==> config.mk <==
export PLATFORM = sky130hd
export DESIGN_NAME = bitload_dma
export DESIGN_NICKNAME = d
export VERILOG_FILES = /design/src/rtl/bitload_pkg.sv /design/src/rtl/bitload_fifo.sv /design/src/rtl/bitload_burst.sv /design/src/rtl/bitload_dma.sv
export SDC_FILE = /design/constraint.sdc
export NUM_CORES = 1
export LEC_CHECK = 0
export ABC_AREA = 1
export BUFFER_PORTS_ARGS = -buffer_cell sky130_fd_sc_hd__clkbuf_2
export CELL_PAD_IN_SITES_DETAIL_PLACEMENT = 0
export CELL_PAD_IN_SITES_GLOBAL_PLACEMENT = 1
export CORE_MARGIN = 2
export CORE_UTILIZATION = 40
export DETAILED_ROUTE_END_ITERATION = 16
export GPL_ROUTABILITY_DRIVEN = 1
export PLACE_DENSITY_LB_ADDON = 0.1
export SLEW_MARGIN = 20
export SYNTH_ARGS = -nofsm -noshare
export SYNTH_HDL_FRONTEND = slang
export SYNTH_SLANG_ARGS = --single-unit
==> constraint.sdc <==
create_clock -name clk -period 5.3 [get_ports clk]
set_input_delay 0.53 -clock clk [delete_from_list [all_inputs] [get_ports clk]]
set_output_delay 0.53 -clock clk [all_outputs]
set_load 0.02 [all_outputs]
==> src/rtl/bitload_pkg.sv <==
package bitload_pkg;
    typedef enum logic [1:0] {
        ST_IDLE,
        ST_FETCH,
        ST_DRAIN,
        ST_FINISH
    } load_state_e;
endpackage

==> src/rtl/bitload_fifo.sv <==
module bitload_fifo #(
    parameter int WIDTH = 32,
    parameter int DEPTH = 16,
    localparam int PTR_W = $clog2(DEPTH),
    localparam int CNT_W = PTR_W + 1
) (
    input  logic             clk,
    input  logic             rst_n,
    input  logic             push,
    input  logic [WIDTH-1:0] wr_data,
    input  logic             pop,
    output logic [WIDTH-1:0] head,
    output logic             empty,
    output logic [CNT_W-1:0] count
);
    logic [WIDTH-1:0] store [DEPTH];
    logic [PTR_W-1:0] wr_ptr, rd_ptr;

    function automatic logic [PTR_W-1:0] bump(input logic [PTR_W-1:0] p);
        return (p == PTR_W'(DEPTH - 1)) ? '0 : p + 1'b1;
    endfunction

    always_ff @(posedge clk) begin
        if (push) store[wr_ptr] <= wr_data;
    end

    always_ff @(posedge clk) begin
        if (!rst_n) begin
            wr_ptr <= '0;
            rd_ptr <= '0;
            count  <= '0;
        end else begin
            if (push) wr_ptr <= bump(wr_ptr);
            if (pop)  rd_ptr <= bump(rd_ptr);
            unique case ({push, pop})
                2'b10:   count <= count + 1'b1;
                2'b01:   count <= count - 1'b1;
                default: count <= count;
            endcase
        end
    end

    assign head  = store[rd_ptr];
    assign empty = (count == '0);
endmodule

==> src/rtl/bitload_burst.sv <==
module bitload_burst #(
    parameter int ADDR_W = 32,
    parameter int LEN_W  = 16,
    parameter int BURST  = 8,
    parameter int DEPTH  = 16,
    localparam int BLEN_W = $clog2(BURST) + 1,
    localparam int CNT_W  = $clog2(DEPTH) + 1
) (
    input  logic              clk,
    input  logic              rst_n,
    input  logic              start,
    input  logic [ADDR_W-1:0] start_addr,
    input  logic [LEN_W-1:0]  start_len,
    input  logic              active,
    input  logic [CNT_W-1:0]  fifo_count,
    input  logic              word_in,
    input  logic              req_ready,
    output logic              req_valid,
    output logic [ADDR_W-1:0] req_addr,
    output logic [BLEN_W-1:0] req_len,
    output logic              all_issued
);
    logic [LEN_W-1:0]  left;
    logic [ADDR_W-1:0] next_addr;
    logic [CNT_W-1:0]  pending;
    logic [CNT_W-1:0]  room;
    logic [LEN_W-1:0]  chunk;
    logic              fire;

    always_comb begin
        chunk     = (left < LEN_W'(BURST)) ? left : LEN_W'(BURST);
        room      = CNT_W'(DEPTH) - fifo_count - pending;
        req_valid = active && (left != '0) && (LEN_W'(room) >= chunk);
        fire      = req_valid && req_ready;
        req_addr  = next_addr;
        req_len   = BLEN_W'(chunk);
    end

    assign all_issued = (left == '0);

    always_ff @(posedge clk) begin
        if (!rst_n) begin
            left      <= '0;
            next_addr <= '0;
            pending   <= '0;
        end else begin
            if (start) begin
                left      <= start_len;
                next_addr <= start_addr;
            end else if (fire) begin
                left      <= left - chunk;
                next_addr <= next_addr + ADDR_W'(chunk);
            end
            pending <= pending + (fire ? CNT_W'(chunk) : '0) - (word_in ? CNT_W'(1) : '0);
        end
    end
endmodule

==> src/rtl/bitload_dma.sv <==
module bitload_dma
    import bitload_pkg::*;
#(
    parameter int ADDR_W = 32,
    parameter int LEN_W  = 16,
    parameter int AREA_W = 3,
    parameter int DATA_W = 32,
    parameter int BURST  = 8,
    parameter int DEPTH  = 16,
    localparam int BLEN_W = $clog2(BURST) + 1,
    localparam int CNT_W  = $clog2(DEPTH) + 1
) (
    input  logic              clk,
    input  logic              rst_n,
    input  logic              cmd_valid,
    input  logic [ADDR_W-1:0] cmd_addr,
    input  logic [LEN_W-1:0]  cmd_len,
    input  logic [AREA_W-1:0] cmd_area,
    output logic              cmd_ack,
    output logic              cmd_busy,
    output logic              rd_req_valid,
    output logic [ADDR_W-1:0] rd_req_addr,
    output logic [BLEN_W-1:0] rd_req_len,
    input  logic              rd_req_ready,
    input  logic              rd_data_valid,
    input  logic [DATA_W-1:0] rd_data,
    output logic              cfg_valid,
    output logic [DATA_W-1:0] cfg_data,
    input  logic              cfg_ready,
    output logic              done,
    output logic              loc_valid,
    output logic [AREA_W-1:0] loc_area,
    output logic [ADDR_W-1:0] loc_base
);
    load_state_e       state, state_nx;
    logic [LEN_W-1:0]  send_left;
    logic [AREA_W-1:0] area_q;
    logic [ADDR_W-1:0] base_q;
    logic              fifo_empty;
    logic [CNT_W-1:0]  fifo_count;
    logic              cfg_fire;
    logic              fetch_on;
    logic              all_issued;

    bitload_fifo #(.WIDTH(DATA_W), .DEPTH(DEPTH)) fifo_i (
        .clk     (clk),
        .rst_n   (rst_n),
        .push    (rd_data_valid),
        .wr_data (rd_data),
        .pop     (cfg_fire),
        .head    (cfg_data),
        .empty   (fifo_empty),
        .count   (fifo_count)
    );

    bitload_burst #(.ADDR_W(ADDR_W), .LEN_W(LEN_W), .BURST(BURST), .DEPTH(DEPTH)) burst_i (
        .clk        (clk),
        .rst_n      (rst_n),
        .start      (cmd_ack),
        .start_addr (cmd_addr),
        .start_len  (cmd_len),
        .active     (fetch_on),
        .fifo_count (fifo_count),
        .word_in    (rd_data_valid),
        .req_ready  (rd_req_ready),
        .req_valid  (rd_req_valid),
        .req_addr   (rd_req_addr),
        .req_len    (rd_req_len),
        .all_issued (all_issued)
    );

    assign cfg_valid = !fifo_empty;
    assign cfg_fire  = cfg_valid && cfg_ready;
    assign loc_area  = area_q;
    assign loc_base  = base_q;

    // state register and per-load context
    always_ff @(posedge clk) begin
        if (!rst_n) begin
            state     <= ST_IDLE;
            send_left <= '0;
            area_q    <= '0;
            base_q    <= '0;
        end else begin
            state <= state_nx;
            if (cmd_ack) begin
                send_left <= cmd_len;
                area_q    <= cmd_area;
                base_q    <= cmd_addr;
            end else if (cfg_fire) begin
                send_left <= send_left - 1'b1;
            end
        end
    end

    // next-state logic
    always_comb begin
        state_nx = state;
        unique case (state)
            ST_IDLE:   if (cmd_valid && cmd_len != '0) state_nx = ST_FETCH;
            ST_FETCH:  if (all_issued) state_nx = ST_DRAIN;
            ST_DRAIN:  if (cfg_fire && send_left == LEN_W'(1)) state_nx = ST_FINISH;
            ST_FINISH: state_nx = ST_IDLE;
            default:   state_nx = ST_IDLE;
        endcase
    end

    // outputs
    always_comb begin
        cmd_ack   = (state == ST_IDLE) && cmd_valid && (cmd_len != '0);
        cmd_busy  = (state != ST_IDLE) && cmd_valid;
        fetch_on  = (state == ST_FETCH);
        done      = (state == ST_FINISH);
        loc_valid = (state == ST_FINISH);
    end
endmodule

* Word level (Yosys, flattened, before mapping)
Memories as Yosys holds them, arrays and structs flattened. A register that Yosys moved wholly into a read port is not among the register bits. Index checks and enable logic that the tools add are counted.
Word-level totals: register bits 119, RAM bits 512, output and inout port bits 109, word-level logic and storage cells 75, memories 1
Memories:
- fifo_i.store | depth 16, width 32, rd ports 1, clocked after memory_dff 1, write ports 1, RTL line bitload_fifo.sv:16 | logic [WIDTH-1:0] store [DEPTH];
Cells by class: $add $sub $neg 11, order comparisons 2, eq/ne operators 11, multiplexer cells 20, reductions and logical operators 20
Operators with widths (number):
- $mux W16 | 5
- $mux W32 | 2
- $add A32 B16 Y32 | 1
- $reduce_bool A16 Y1 | 2
- $eq A16 B1 Y1 const B | 1
- $ge A5 B16 Y1 | 1
- $logic_not A16 Y1 | 1
- $lt A16 B4 Y1 const B | 1
- $mux W4 | 4
- $sub A16 B1 Y16 const B | 1
- $sub A16 B16 Y16 | 1
- $pmux W5 S2 | 1
- $sub A5 B5 Y5 | 2
- $logic_and A1 B1 Y1 | 9
- $add A4 B1 Y4 const B | 2
- $eq A4 B4 Y1 const B | 2
- $pmux W2 S4 | 1
- $reduce_bool A2 Y1 | 4
- $eq A2 B2 Y1 const B | 3
- $mux W2 | 3
- $ne A2 B2 Y1 const B | 3
- $add A5 B1 Y5 const B | 1
- $add A5 B5 Y5 | 1
- $logic_not A5 Y1 | 1
- 8 further kinds | 11

* Depth between registers and ports, before layout
Gate-level depths: netlist of run 1.
depth in word-level cells 8, depth in mapped cells 25

* Cells and area by module
A second synthesis of run 1 with hierarchy kept.
Second synthesis, totals: cell total of the unflattened synthesis 2971, area, all modules 29518.3 µm²
Modules (own cells, without submodules):
- bitload_fifo | times used 1, cells an instance 1744, area an instance 21825.9 µm², sequential area each 15715.1 µm²
- bitload_burst | times used 1, cells an instance 832, area an instance 4947.2 µm², sequential area each 1061.0 µm²
- bitload_dma | times used 1, cells an instance 395, area an instance 2745.1 µm², sequential area each 1061.0 µm²

* Worst setup path after synthesis of run 1
OpenSTA, ideal clock, no wires.
kind flip-flop to flip-flop, start register burst_i.left[4], end register burst_i.pending[4], data arrival time 3.768 ns, data required time 5.230 ns, path slack 1.462 ns, cell stages (with the launch flop) 26, buffers on the path 1, clock period less this slack 3.838 ns, path through dfxtp_1 -> nor2_4 -> nand2_1 -> nor2_1 -> nand2_1 -> clkbuf_1 -> nor2_1 -> inv_1 -> ha_1 -> nand2_1 -> nand2_1 -> nand2_1 -> nand2_1 -> nand2_1 -> nand3_1 -> nand3_4 -> inv_1 -> nand2_1 -> ha_1 -> inv_1 -> fa_1 -> nand2_1 -> nand2_1 -> a21oi_1 -> o21ai_0 -> a21oi_1
Between the ends: cells in the longest elaborated chain, start to end 8, elaborated cells on any way between the ends 10
RTL lines:
- start, declared | RTL line bitload_burst.sv:23 | logic [LEN_W-1:0] left;
- start signal, assigned | RTL line bitload_burst.sv:48 | left <= start_len;
- start signal, assigned | RTL line bitload_burst.sv:51 | left <= left - chunk;
- $lt A16 B4 Y1 (*) | RTL line bitload_burst.sv:31 | chunk = (left < LEN_W'(BURST)) ? left : LEN_W'(BURST);
- $mux W16 (*) | RTL line bitload_burst.sv:31
- named net rd_req_len[3] | RTL line bitload_dma.sv:23 | output logic [BLEN_W-1:0] rd_req_len,
- $ge A5 B16 Y1 | RTL line bitload_burst.sv:33 | req_valid = active && (left != '0) && (LEN_W'(room) >= chunk);
- $logic_and A1 B1 Y1 | RTL line bitload_burst.sv:33
- $logic_and A1 B1 Y1 | RTL line bitload_burst.sv:34 | fire = req_valid && req_ready;
- $mux W5 (*) | RTL line bitload_burst.sv:54 | pending <= pending + (fire ? CNT_W'(chunk) : '0) - (word_in ? CNT_W'(1) : '0);
- $add A5 B5 Y5 (*) | RTL line bitload_burst.sv:54
- $sub A5 B5 Y5 (*) | RTL line bitload_burst.sv:54
- end signal, assigned | RTL line bitload_burst.sv:54
- end, declared | RTL line bitload_burst.sv:25 | logic [CNT_W-1:0] pending;
The timed path passes the listed nets; every way through them passes the cells marked *. A chain may end at the register's enable or synchronous reset.

* Worst setup path after layout of run 1
start register burst_i.left[4], end register burst_i.pending[4]
Between the ends: cells in the longest elaborated chain, start to end 8, elaborated cells on any way between the ends 10
RTL lines (RTL line):
- $lt A16 B4 Y1 | bitload_burst.sv:31
- $mux W16 | bitload_burst.sv:31
- $ge A5 B16 Y1 | bitload_burst.sv:33
- $logic_and A1 B1 Y1 | bitload_burst.sv:33
- $logic_and A1 B1 Y1 | bitload_burst.sv:34
- $mux W5 (*) | bitload_burst.sv:54
- $add A5 B5 Y5 (*) | bitload_burst.sv:54
- $sub A5 B5 Y5 (*) | bitload_burst.sv:54
Mark *: on every way between the ends. The rest lies on a longest branch, timed or not.

==> results.md, run 1 <==
- Max Fclk: 244 MHz
- Worst slack at placement: 1.19 ns
- Cells after synthesis: 2552
- Largest net degree at the start of global routing: 129
- # hold bufs at CTS: 0
- Buffers on Ports: 197
- Met3 Usage GRT: 0.0372
- Initial antenna violation count: 3
- Leakage power: 0.0122 uW
- Layout cells sized above 1: 0.132
- R2r worst-path depth: 24
- Setup CP Type: register to register
- Setup tns final: 0 ns
- RSZ-0062 raised after global routing: no
- Setup-failing EPs final: 0
- CP Max Fanout: 14
- CTS max path bufs: 3
- Gr busiest metal: met2
- Crit path required time: 5.83 ns
- Arr. time, crit path: 4.62 ns
- Critical-path cell list: nor2_4 > nand2_1 > nor2_1 > nand2_1 > nor2_1 > inv_1 > ha_1 > nand2_1 > nand2_1 > nand2_1 > nand2_1 > nand2_1 > nand3_1 > nand3_4 > inv_1 > nand2_1 > ha_1 > inv_1 > fa_1 > nand2_1 > nand2_1 > a21oi_1 > o21ai_0 > a21oi_1
- Skew-Pair Late Insertion Delay: 0.61 ns
- Initial drt markers: 1146
- Worst flop-to-flop path startpoint: burst_i.left[4]
- Min-Delay Endpoint: loc_base[26]
- Logic pwr share: 0.321
- CTS tree: done
- Width of the die: 269 um
- Hpwl dp: 44100 um
- Final Wtd Congestion: 0.812
- Slew Limit Fails: 0
- Core Region: 0.0698 mm^2
- Residual DRC: 0
- R2R Setup Slk: 1.20 ns
- Final worst-path cycle share: 0.773
- Post_cts resized: 0
- Pwr dens: 507 mW/mm^2
- Pint: 10600 uW
- Synth unique cells: 43
- Min cycle time layout: 4.10 ns
- Clock Power Share: 0.306
- Clock-pin slew of the registers on the worst-case setup and hold paths: 0.06 ns
- DRT Wirelength: 75200 um
- Switching power: 5930 uW
- Flop pwr share: 0.373
- Area delta synth->final: 15.8%
- First-pass GRT wire length: 113000 um
- Avg Cell Area, Syn: 11.0 um^2
- Most frequent cells in the layout: edfxtp_1, nand2_1, inv_1
- Critical Path Sink Type: register
- Commonest non-fill, non-tap cell in the layout: edfxtp_1
- Worst slew margin: 0.224
- Die area: 0.0724 mm^2
- Hold Path Origin: cmd_addr[26]
- Die Height: 269 um
- Most frequent cell on the critical path: nand2_1
- Clock Sink Count: 635
- Yosys warning count: 0
- Synth Cell Area: 0.0281 mm^2
- Setup bufs post-CTS: 0
- H-tree Lvls: 3
- Tot GR Track Use: 0.208
- Number of global-route vias before repair: 19000
- CP Launch Type: register
- PnR worst setup slack: 1.20 ns
- Clock root cell: clkbuf_16
- Post-Route Utilization: 0.466
- Starting density of the core: 0.403
- # nets final: 2882
- Max IR drop VDD: 315 uV
- Sw Ratio: 0.360
- Met2 Usage GRT: 0.353
- Hold crit path type: input pin to register
- Max Cap Violations: 0
- Vias per cell: 5.14
- Rows: 97
- Crit-path slowest cell: fa_1
- Worst Max-Slew Pin Slew: 1.16 ns
- RR Endpoint: burst_i.pending[4]
- Router iterations before antenna repair: 5
- Detail Route Antenna Nets: 0
- WL/cell: 20.1 um
- Seq cells post-synth: 635
- Via count: 19200
- Outcome: completed
- Grt ovf: 0
- CTS buffer count: 72
- CP max stage delay: 0.45 ns
- Setup Skew: 0.0133 ns
- GR Util met1: 0.274
- Fin. Hold Viols: 0
- Ports: 198
- Hold Crit Depth: 3
- Sequential area share after synthesis: 0.635
[sequential cells by signal, summed over array words and instances (netlist names), named ones only]
| register | flops |
|---|---|
| burst_i.pending | 5 |
| fifo_i.rd_ptr | 4 |
| loc_area | 3 |
| fifo_i.wr_ptr | 4 |
| burst_i.left | 16 |
| fifo_i.store | 512 |
| burst_i.req_addr | 32 |
| state | 2 |
| fifo_i.count | 5 |
| loc_base | 32 |
| send_left | 16 |
[Yosys cell counts]
library cell  count  share of area
o211ai_1        132          0.035
nor2_4            1        0.00040
nor4_1            5         0.0011
a21boi_4          1        0.00067
a31oi_1          28         0.0062
nand3_4           1        0.00062
nand4_1          16         0.0036
clkbuf_1         81          0.011
nand2_2           3        0.00067
conb_1            2        0.00027
inv_1           284          0.038
nand2_4           1        0.00040
nand2_1         351          0.047
o221ai_1          2        0.00062
o22ai_1           1        0.00022
xor2_1           12         0.0037
inv_2             3        0.00040
a21oi_1         230          0.041
buf_4             9         0.0024
o21ai_0         216          0.038
mux2i_1         129          0.046
fa_1              4         0.0029
buf_1             4        0.00053
dfxtp_1         123          0.088
nor3_1           21         0.0037
a211oi_1          3        0.00080
buf_2            32         0.0057
nor2_2            3        0.00067
ha_1             52          0.023
o31ai_1           1        0.00027
or2_1             1        0.00022
nor3b_1           1        0.00027
o21ai_1          25         0.0045
or2_2             9         0.0020
edfxtp_1        512           0.55
buf_6             4         0.0016
a21o_1            2        0.00053
nand3_1         109          0.019
o21bai_1          1        0.00027
o21a_1            3        0.00080
nand3b_1          6         0.0016
xnor2_1           7         0.0022
nor2_1          121          0.016
[power by group through the flow]
stage | Clock, uW | Sequential (uW) | Combinational (uW)
5_1_grt | 5370 | 6220 | 5940
3_3_place_gp | 0 | 6250 | 5270
6_report | 5050 | 6160 | 5290
2_1_floorplan | 0 | 6270 | 3770
4_1_cts | 5170 | 6160 | 5330
3_5_place_dp | 0 | 6260 | 5310
[critical path: cells and delay by family, from the launching register on]
family                   cells  cell delay, ns
AND/OR/NAND/NOR             15            1.84
adder cells (fa/ha/maj)      3            1.06
AO/OA/AOI/OAI                3            0.42
flip-flops                   1            0.37
buffers and inverters        3            0.34
[logic make-up after synthesis]
kind of cell | count (synthesis) | share of synthesized area
AO/OA/AOI/OAI | 645 | 0.130
XOR/XNOR | 19 | 0.00592
adder cells (fa/ha/maj) | 56 | 0.0260
buffers and inverters | 417 | 0.0594
flip-flops | 635 | 0.635
multiplexers | 129 | 0.0460
other | 2 | 0.000267
AND/OR/NAND/NOR | 649 | 0.0978
[per-layer routing]
layer | share of wire | routed length (um)
met5 | 0.00020 | 15
met4 | 0.021 | 1600
met3 | 0.048 | 3630
met2 | 0.49 | 36500
met1 | 0.44 | 33400
[per-stage QoR]
| step | hold slack [ns] | cells | cell area [um^2] | power [uW] |
|---|---|---|---|---|
| final | 0.185 | 3735 | 32500 | 16500 |
| after global routing | 0.161 | 3735 | 32500 | 17500 |
| after CTS | 0.140 | 3733 | 32500 | 16700 |
| after detailed placement | 0.458 | 3603 | 30100 | 11600 |
| after global placement | 0.452 | 3602 | 30100 | 11500 |
| after floorplan | 0.471 | 2564 | 28100 | 10000 |
[how the worst max path moves through the flow]
stage                                from                 end  slack, ns  cells after the start
after floorplan           burst_i.left[4]  burst_i.pending[4]       1.46                     25
after global placement    burst_i.left[4]  burst_i.pending[4]       1.32                     24
after detailed placement  burst_i.left[4]  burst_i.pending[4]       1.19                     24
after CTS                 burst_i.left[4]  burst_i.pending[4]       1.14                     24
after global routing      burst_i.left[7]  burst_i.pending[3]       0.75                     24
final                     burst_i.left[4]  burst_i.pending[4]       1.20                     24
[area by class of cell]
class	instances	area (um^2)
sequential	635	17800
clock inverter	36	447
multi-input combinational	1512	8750
clock buffer	94	1950
inverter	287	1080
timing repair buffer	229	1270
fill	6458	37300
antenna	2	5.00
tap	940	1180
No activity file was read; power rests on OpenSTA's default activity.
==> inputs of run 2 (changes only) <==
--- a/config.mk
+++ b/config.mk
@@ -5,7 +5,7 @@
 export SDC_FILE = /design/constraint.sdc
 export NUM_CORES = 1
 export LEC_CHECK = 0
-export ABC_AREA = 1
+export ABC_AREA = 0
 export BUFFER_PORTS_ARGS = -buffer_cell sky130_fd_sc_hd__clkbuf_2
 export CELL_PAD_IN_SITES_DETAIL_PLACEMENT = 0
 export CELL_PAD_IN_SITES_GLOBAL_PLACEMENT = 1
==> constraint.sdc (replaced) <==
create_clock -name clk -period 3.95 [get_ports clk]
set_input_delay 0.395 -clock clk [delete_from_list [all_inputs] [get_ports clk]]
set_output_delay 0.395 -clock clk [all_outputs]
set_load 0.02 [all_outputs]
==> results.md, run 2 <==
- Setup-failing EPs final: 0
- Ports: 198
- Worst slack at placement: 0.00973 ns
- Clock Sink Count: 635
- WL/cell: 22.7 um
- Slew Limit Fails: 0
- Commonest cells in the netlist: edfxtp_1, mux4_2, nand2_1
- Largest net degree at the start of global routing: 110
- Setup CP Type: register to register
- Initial drt markers: 1082
- CTS tree: done
- Commonest non-fill, non-tap cell in the layout: edfxtp_1
- Clock Power Share: 0.321
- Hold crit path type: input pin to register
- Leakage power: 0.0107 uW
- Worst slew margin: 0.405
- Yosys warning count: 0
- Clock root cell: clkbuf_16
- Synth area leaders: edfxtp_1, mux4_2, dfxtp_1
- Die area: 0.0673 mm^2
- CP Max Fanout: 5
- Setup Skew: 0.0187 ns
- Critical-path cell list: or4_4 > nor4_4 > and2_4 > nand2_4 > buf_6 > ha_4 > a31oi_2 > o21ai_2 > and3_4 > nand2_4 > ha_4 > inv_4 > fa_2 > a21o_1 > a21oi_2 > xnor2_1 > nor2_1
- Top reg by flops: fifo_i.store
- Clock-pin slew of the registers on the worst-case setup and hold paths: 0.06 ns
- Top delay family on crit path: simple AND/OR/NAND/NOR gates
- Pwr dens: 640 mW/mm^2
- H-tree Lvls: 3
- Largest register FFs: 512
- Grt ovf: 0
- Max IR drop VDD: 413 uV
- Crit path required time: 4.42 ns
- Logic pwr share: 0.276
- Area leader, netlist: edfxtp_1
- Async S/R FF share, synth: 0
- Share of the synthesized area in the top cell type: 0.589
- Starting density of the core: 0.405
- CP Launch Type: register
- EDFF count, synth: 512
- Avg Cell Area, Syn: 16.5 um^2
- Final worst-path cycle share: 0.967
- Initial antenna violation count: 3
- DRT Wirelength: 63400 um
- Fin. Hold Viols: 0
- Buffers on Ports: 197
- Flop pwr share: 0.403
- Number of global-route vias before repair: 15500
- Fillers: 5602
- Outcome: completed
- Layout cells sized above 1: 0.301
- Sw Ratio: 0.305
- Max Fclk: 262 MHz
- Setup tns final: 0 ns
- PnR worst setup slack: 0.132 ns
- Core Region: 0.0645 mm^2
- Residual DRC: 0
- Die Height: 259 um
- Switching power: 6090 uW
- Top-count cell post-synth: edfxtp_1
- Seq cells post-synth: 635
- Most frequent cells in the layout: edfxtp_1, clkbuf_2, mux4_2
- FF+latch area: 0.0179 mm^2
- Worst Max-Slew Pin Slew: 0.892 ns
- Vias per cell: 5.27
- Sequential area share after synthesis: 0.684
- Max Cap Violations: 0
- CTS buffer count: 70
- Synth unique cells: 62
- Min cycle time layout: 3.82 ns
- RSZ-0062 raised after global routing: yes
- Diodes inserted: 0
- Post-synth top flop: edfxtp_1
- CP max stage delay: 0.58 ns
- Hpwl dp: 39300 um
- Width of the die: 259 um
- Cells after synthesis: 1585
- Area delta synth->final: 19.6%
- Arr. time, crit path: 4.28 ns
- Multi-input logic area: 0.00799 mm^2
- Crit-path slowest cell: or4_4
- Critical Path Sink Type: register
- Synth Cell Area: 0.0261 mm^2
- First-pass GRT wire length: 95700 um
- Via count: 14800
- Pint: 13900 uW
- Final Wtd Congestion: 0.778
- Router iterations before antenna repair: 5
- CTS max path bufs: 3
- Rows: 93
- Tot GR Track Use: 0.191
- Crit path buf inv count: 2
- # nets final: 2032
- Detail Route Antenna Nets: 0
- Skew-Pair Late Insertion Delay: 0.61 ns
-- run 2: worst register-to-register path, stage by stage (launching register included) --
cell,delay (ns)
dfxtp_4,0.35
or4_4,0.58
nor4_4,0.30
and2_4,0.24
nand2_4,0.06
buf_6,0.13
ha_4,0.25
a31oi_2,0.08
o21ai_2,0.17
and3_4,0.23
nand2_4,0.06
ha_4,0.27
inv_4,0.04
fa_2,0.38
a21o_1,0.20
a21oi_2,0.15
xnor2_1,0.13
nor2_1,0.05
-- run 2: kinds of logic (layout without fill, tap and decap cells) --
kind of cell,after synthesis,in the layout,synth area share
flops,635,635,0.684
simple gates,326,326,0.0594
compound gates,220,220,0.0497
mux,165,165,0.140
buf+inv,120,465,0.0181
xor+xnor,61,61,0.0205
fa+ha+maj,56,56,0.0280
other cells,2,14,0.000288
-- run 2: layout make-up --
cell class,count,share of cell area
well taps,855,0.0343
clock buffers,88,0.0603
multi-input cells,842,0.256
inverters,46,0.00561
clock inverters,39,0.0121
repair buffers,292,0.0593
flip-flops and latches,635,0.572
-- run 2: timing repair --
item / in CTS / in global routing
resized for setup: 0 / 26
setup endpoints to repair: 0 / 11
endpoints found under the hold margin: 30 / 0
buffers inserted: 0 / 2
hold buffers: 24 / 0
-- run 2: per-stage QoR --
| step | power, uW | cell area [um^2] | hold WS (ns) | utilization | std cells |
|---|---|---|---|---|---|
| 4_1_cts | 20100 | 31100 | 0.00197 | 0.482 | 2795 |
| 2_1_floorplan | 11900 | 26200 | 0.449 | - | 1597 |
| 3_5_place_dp | 13700 | 28600 | 0.445 | 0.443 | 2644 |
| 5_1_grt | 21000 | 31200 | 0.0203 | 0.484 | 2797 |
| 6_report | 20000 | 31200 | 0.0385 | 0.484 | 2797 |
| 3_3_place_gp | 13600 | 28600 | 0.442 | 0.443 | 2644 |
-- run 2: power groups by stage --
stage	clock network (uW)	logic, uW	registers, uW
2_1_floorplan	0	3750	8180
3_3_place_gp	0	5450	8170
3_5_place_dp	0	5470	8190
4_1_cts	6580	5510	8050
5_1_grt	6840	6060	8110
6_report	6400	5510	8050
-- run 2: metal layers --
metal | wire length (um) | global-route usage
met5 | 38 | 0
met2 | 32200 | 0.328
met4 | 1330 | 0.0511
met1 | 27000 | 0.248
met3 | 2870 | 0.0385
-- run 2: final timing paths --
path,from,endpoint,slack (ns),cells past startpoint
worst max-delay path,burst_i.left[8],burst_i.pending[4],0.13,17
worst min-delay path,cmd_addr[26],burst_i.req_addr[26],0.04,3
worst max register to register,burst_i.left[8],burst_i.pending[4],0.13,17
worst min register to register,loc_base[25],loc_base[25],0.45,2
==> inputs of run 3 (changes only) <==
--- a/config.mk
+++ b/config.mk
@@ -14,6 +14,7 @@
 export DETAILED_ROUTE_END_ITERATION = 16
 export GPL_ROUTABILITY_DRIVEN = 1
 export PLACE_DENSITY_LB_ADDON = 0.1
+export RECOVER_POWER = 25
 export SLEW_MARGIN = 20
 export SYNTH_ARGS = -nofsm -noshare
 export SYNTH_HDL_FRONTEND = slang
==> results.md, run 3 (synthesis results as in run 2) <==
- Switching power: 6100 uW
- Residual DRC: 0
- Number of global-route vias before repair: 15500
- Placed insts: 2644
- Router iterations before antenna repair: 5
- Width of the die: 259 um
- Largest net degree at the start of global routing: 110
- Max Fclk: 262 MHz
- Min cycle time layout: 3.82 ns
- Leakage power: 0.0107 uW
- Setup Skew: 0.0181 ns
- CP Launch Type: register
- Top sig layer: met5
- Vias per cell: 5.29
- Detail Route Antenna Nets: 0
- Hpwl dp: 39300 um
- Wire length on met3: 2980 um
- Hold crit path type: input pin to register
- Worst slew margin: 0.414
- Setup-failing EPs final: 0
- Post-route cell area: 0.0312 mm^2
- # nets final: 2032
- Max Cap Violations: 0
- Clock Power Share: 0.321
- Logic pwr share: 0.276
- Buffers on Ports: 197
- Sw Ratio: 0.306
- Via count: 14800
- Placed inst area: 0.0286 mm^2
- Most frequent cells in the layout: edfxtp_1, clkbuf_2, mux4_2
- Ports: 198
- R2R Setup Slk: 0.13 ns
- Top reg by flops: fifo_i.store
- Worst Max-Slew Pin Slew: 0.879 ns
- H-tree Lvls: 3
- Core Region: 0.0645 mm^2
- Initial drt markers: 1056
- Rows: 93
- RSZ-0062 raised after global routing: yes
- Area delta synth->final: 19.5%
- Starting density of the core: 0.405
- Outcome: completed
- Pwr dens: 640 mW/mm^2
- WL/cell: 22.7 um
- Commonest non-fill, non-tap cell in the layout: edfxtp_1
- First-pass GRT wire length: 95700 um
- Skew-Pair Late Insertion Delay: 0.61 ns
- Grt ovf: 0
- PnR worst setup slack: 0.134 ns
- Met2 routed WL: 32200 um
- Final Wtd Congestion: 0.778
- M1 WL: 27000 um
- Slew Limit Fails: 0
- CTS max path bufs: 3
- Initial antenna violation count: 3
- Setup CP Type: register to register
- Clock Sink Count: 635
- Layout cells sized above 1: 0.289
- Final worst-path cycle share: 0.966
- Final std cells w/o fill: 2797
- CTS tree: done
- Clock-pin slew of the registers on the worst-case setup and hold paths: 0.06 ns
- CP Max Fanout: 5
- Die area: 0.0673 mm^2
- Critical Path Sink Type: register
- Crit path required time: 4.42 ns
- DRT Wirelength: 63500 um
- Arr. time, crit path: 4.28 ns
- CTS buffer count: 70
- Die Height: 259 um
- Tot GR Track Use: 0.191
- Largest register FFs: 512
- Fin. Hold Viols: 0
- Clock root cell: clkbuf_16
- Worst slack at placement: 0.00973 ns
- Flop pwr share: 0.403
- Diodes inserted: 0
- Max IR drop VDD: 413 uV
- Pint: 13900 uW
## run 3: final timing paths
| path | cells past startpoint | startpoint | endpoint |
|---|---|---|---|
| worst min register to register | 2 | loc_base[25] | loc_base[25] |
| worst max register to register | 17 | burst_i.left[8] | burst_i.pending[4] |
| worst min-delay path | 3 | cmd_addr[26] | burst_i.req_addr[26] |
| worst max-delay path | 17 | burst_i.left[8] | burst_i.pending[4] |
## run 3: final cells by class
type,count,area [um^2]
clock buffer,88,1880
fill,5618,33300
sequential,635,17900
timing repair buffer,292,1820
multi-input combinational,842,7990
inverter,46,175
clock inverter,39,378
tap,855,1070
## run 3: critical path, cell delays in order (launching register included)
cell	delay [ns]
dfxtp_4	0.35
or4_4	0.58
nor4_4	0.30
and2_4	0.24
nand2_4	0.06
buf_6	0.13
ha_4	0.25
a31oi_2	0.08
o21ai_2	0.17
and3_4	0.23
nand2_4	0.06
ha_4	0.27
inv_4	0.04
fa_2	0.38
a21o_1	0.20
a21oi_2	0.15
xnor2_1	0.13
nor2_1	0.05
## run 3: layer usage
metal  track usage  up-vias
li1              -     6809
met1         0.248     7561
met2         0.328      335
met3        0.0385       93
met4        0.0511        6
met5             0        -
## run 3: what timing repair did
action / CTS / global route
gates resized for setup: 0 / 26
setup buffers: 0 / 2
endpoints found under the hold margin: 30 / 0
endpoints found under the setup margin: 0 / 11
hold buffers: 24 / 0
## run 3: through the flow
| stage | total power (uW) | hold slack, ns | util | TNS (ns) |
|---|---|---|---|---|
| 3_3_place_gp | 13600 | 0.442 | 0.443 | 0 |
| 6_report | 20000 | 0.0381 | 0.484 | 0 |
| 4_1_cts | 20100 | 0.00197 | 0.482 | 0 |
| 5_1_grt | 21000 | 0.0203 | 0.484 | -0.116 |
| 2_1_floorplan | 11900 | 0.449 | - | 0 |
| 3_5_place_dp | 13700 | 0.445 | 0.443 | 0 |
## run 3: power by group through the flow
stage,Clock [uW],Combinational [uW],Sequential (uW)
global route,6840,6060,8110
global placement,0,5450,8170
floorplan,0,3750,8180
finish,6400,5510,8050
detailed placement,0,5470,8190
CTS,6580,5510,8050
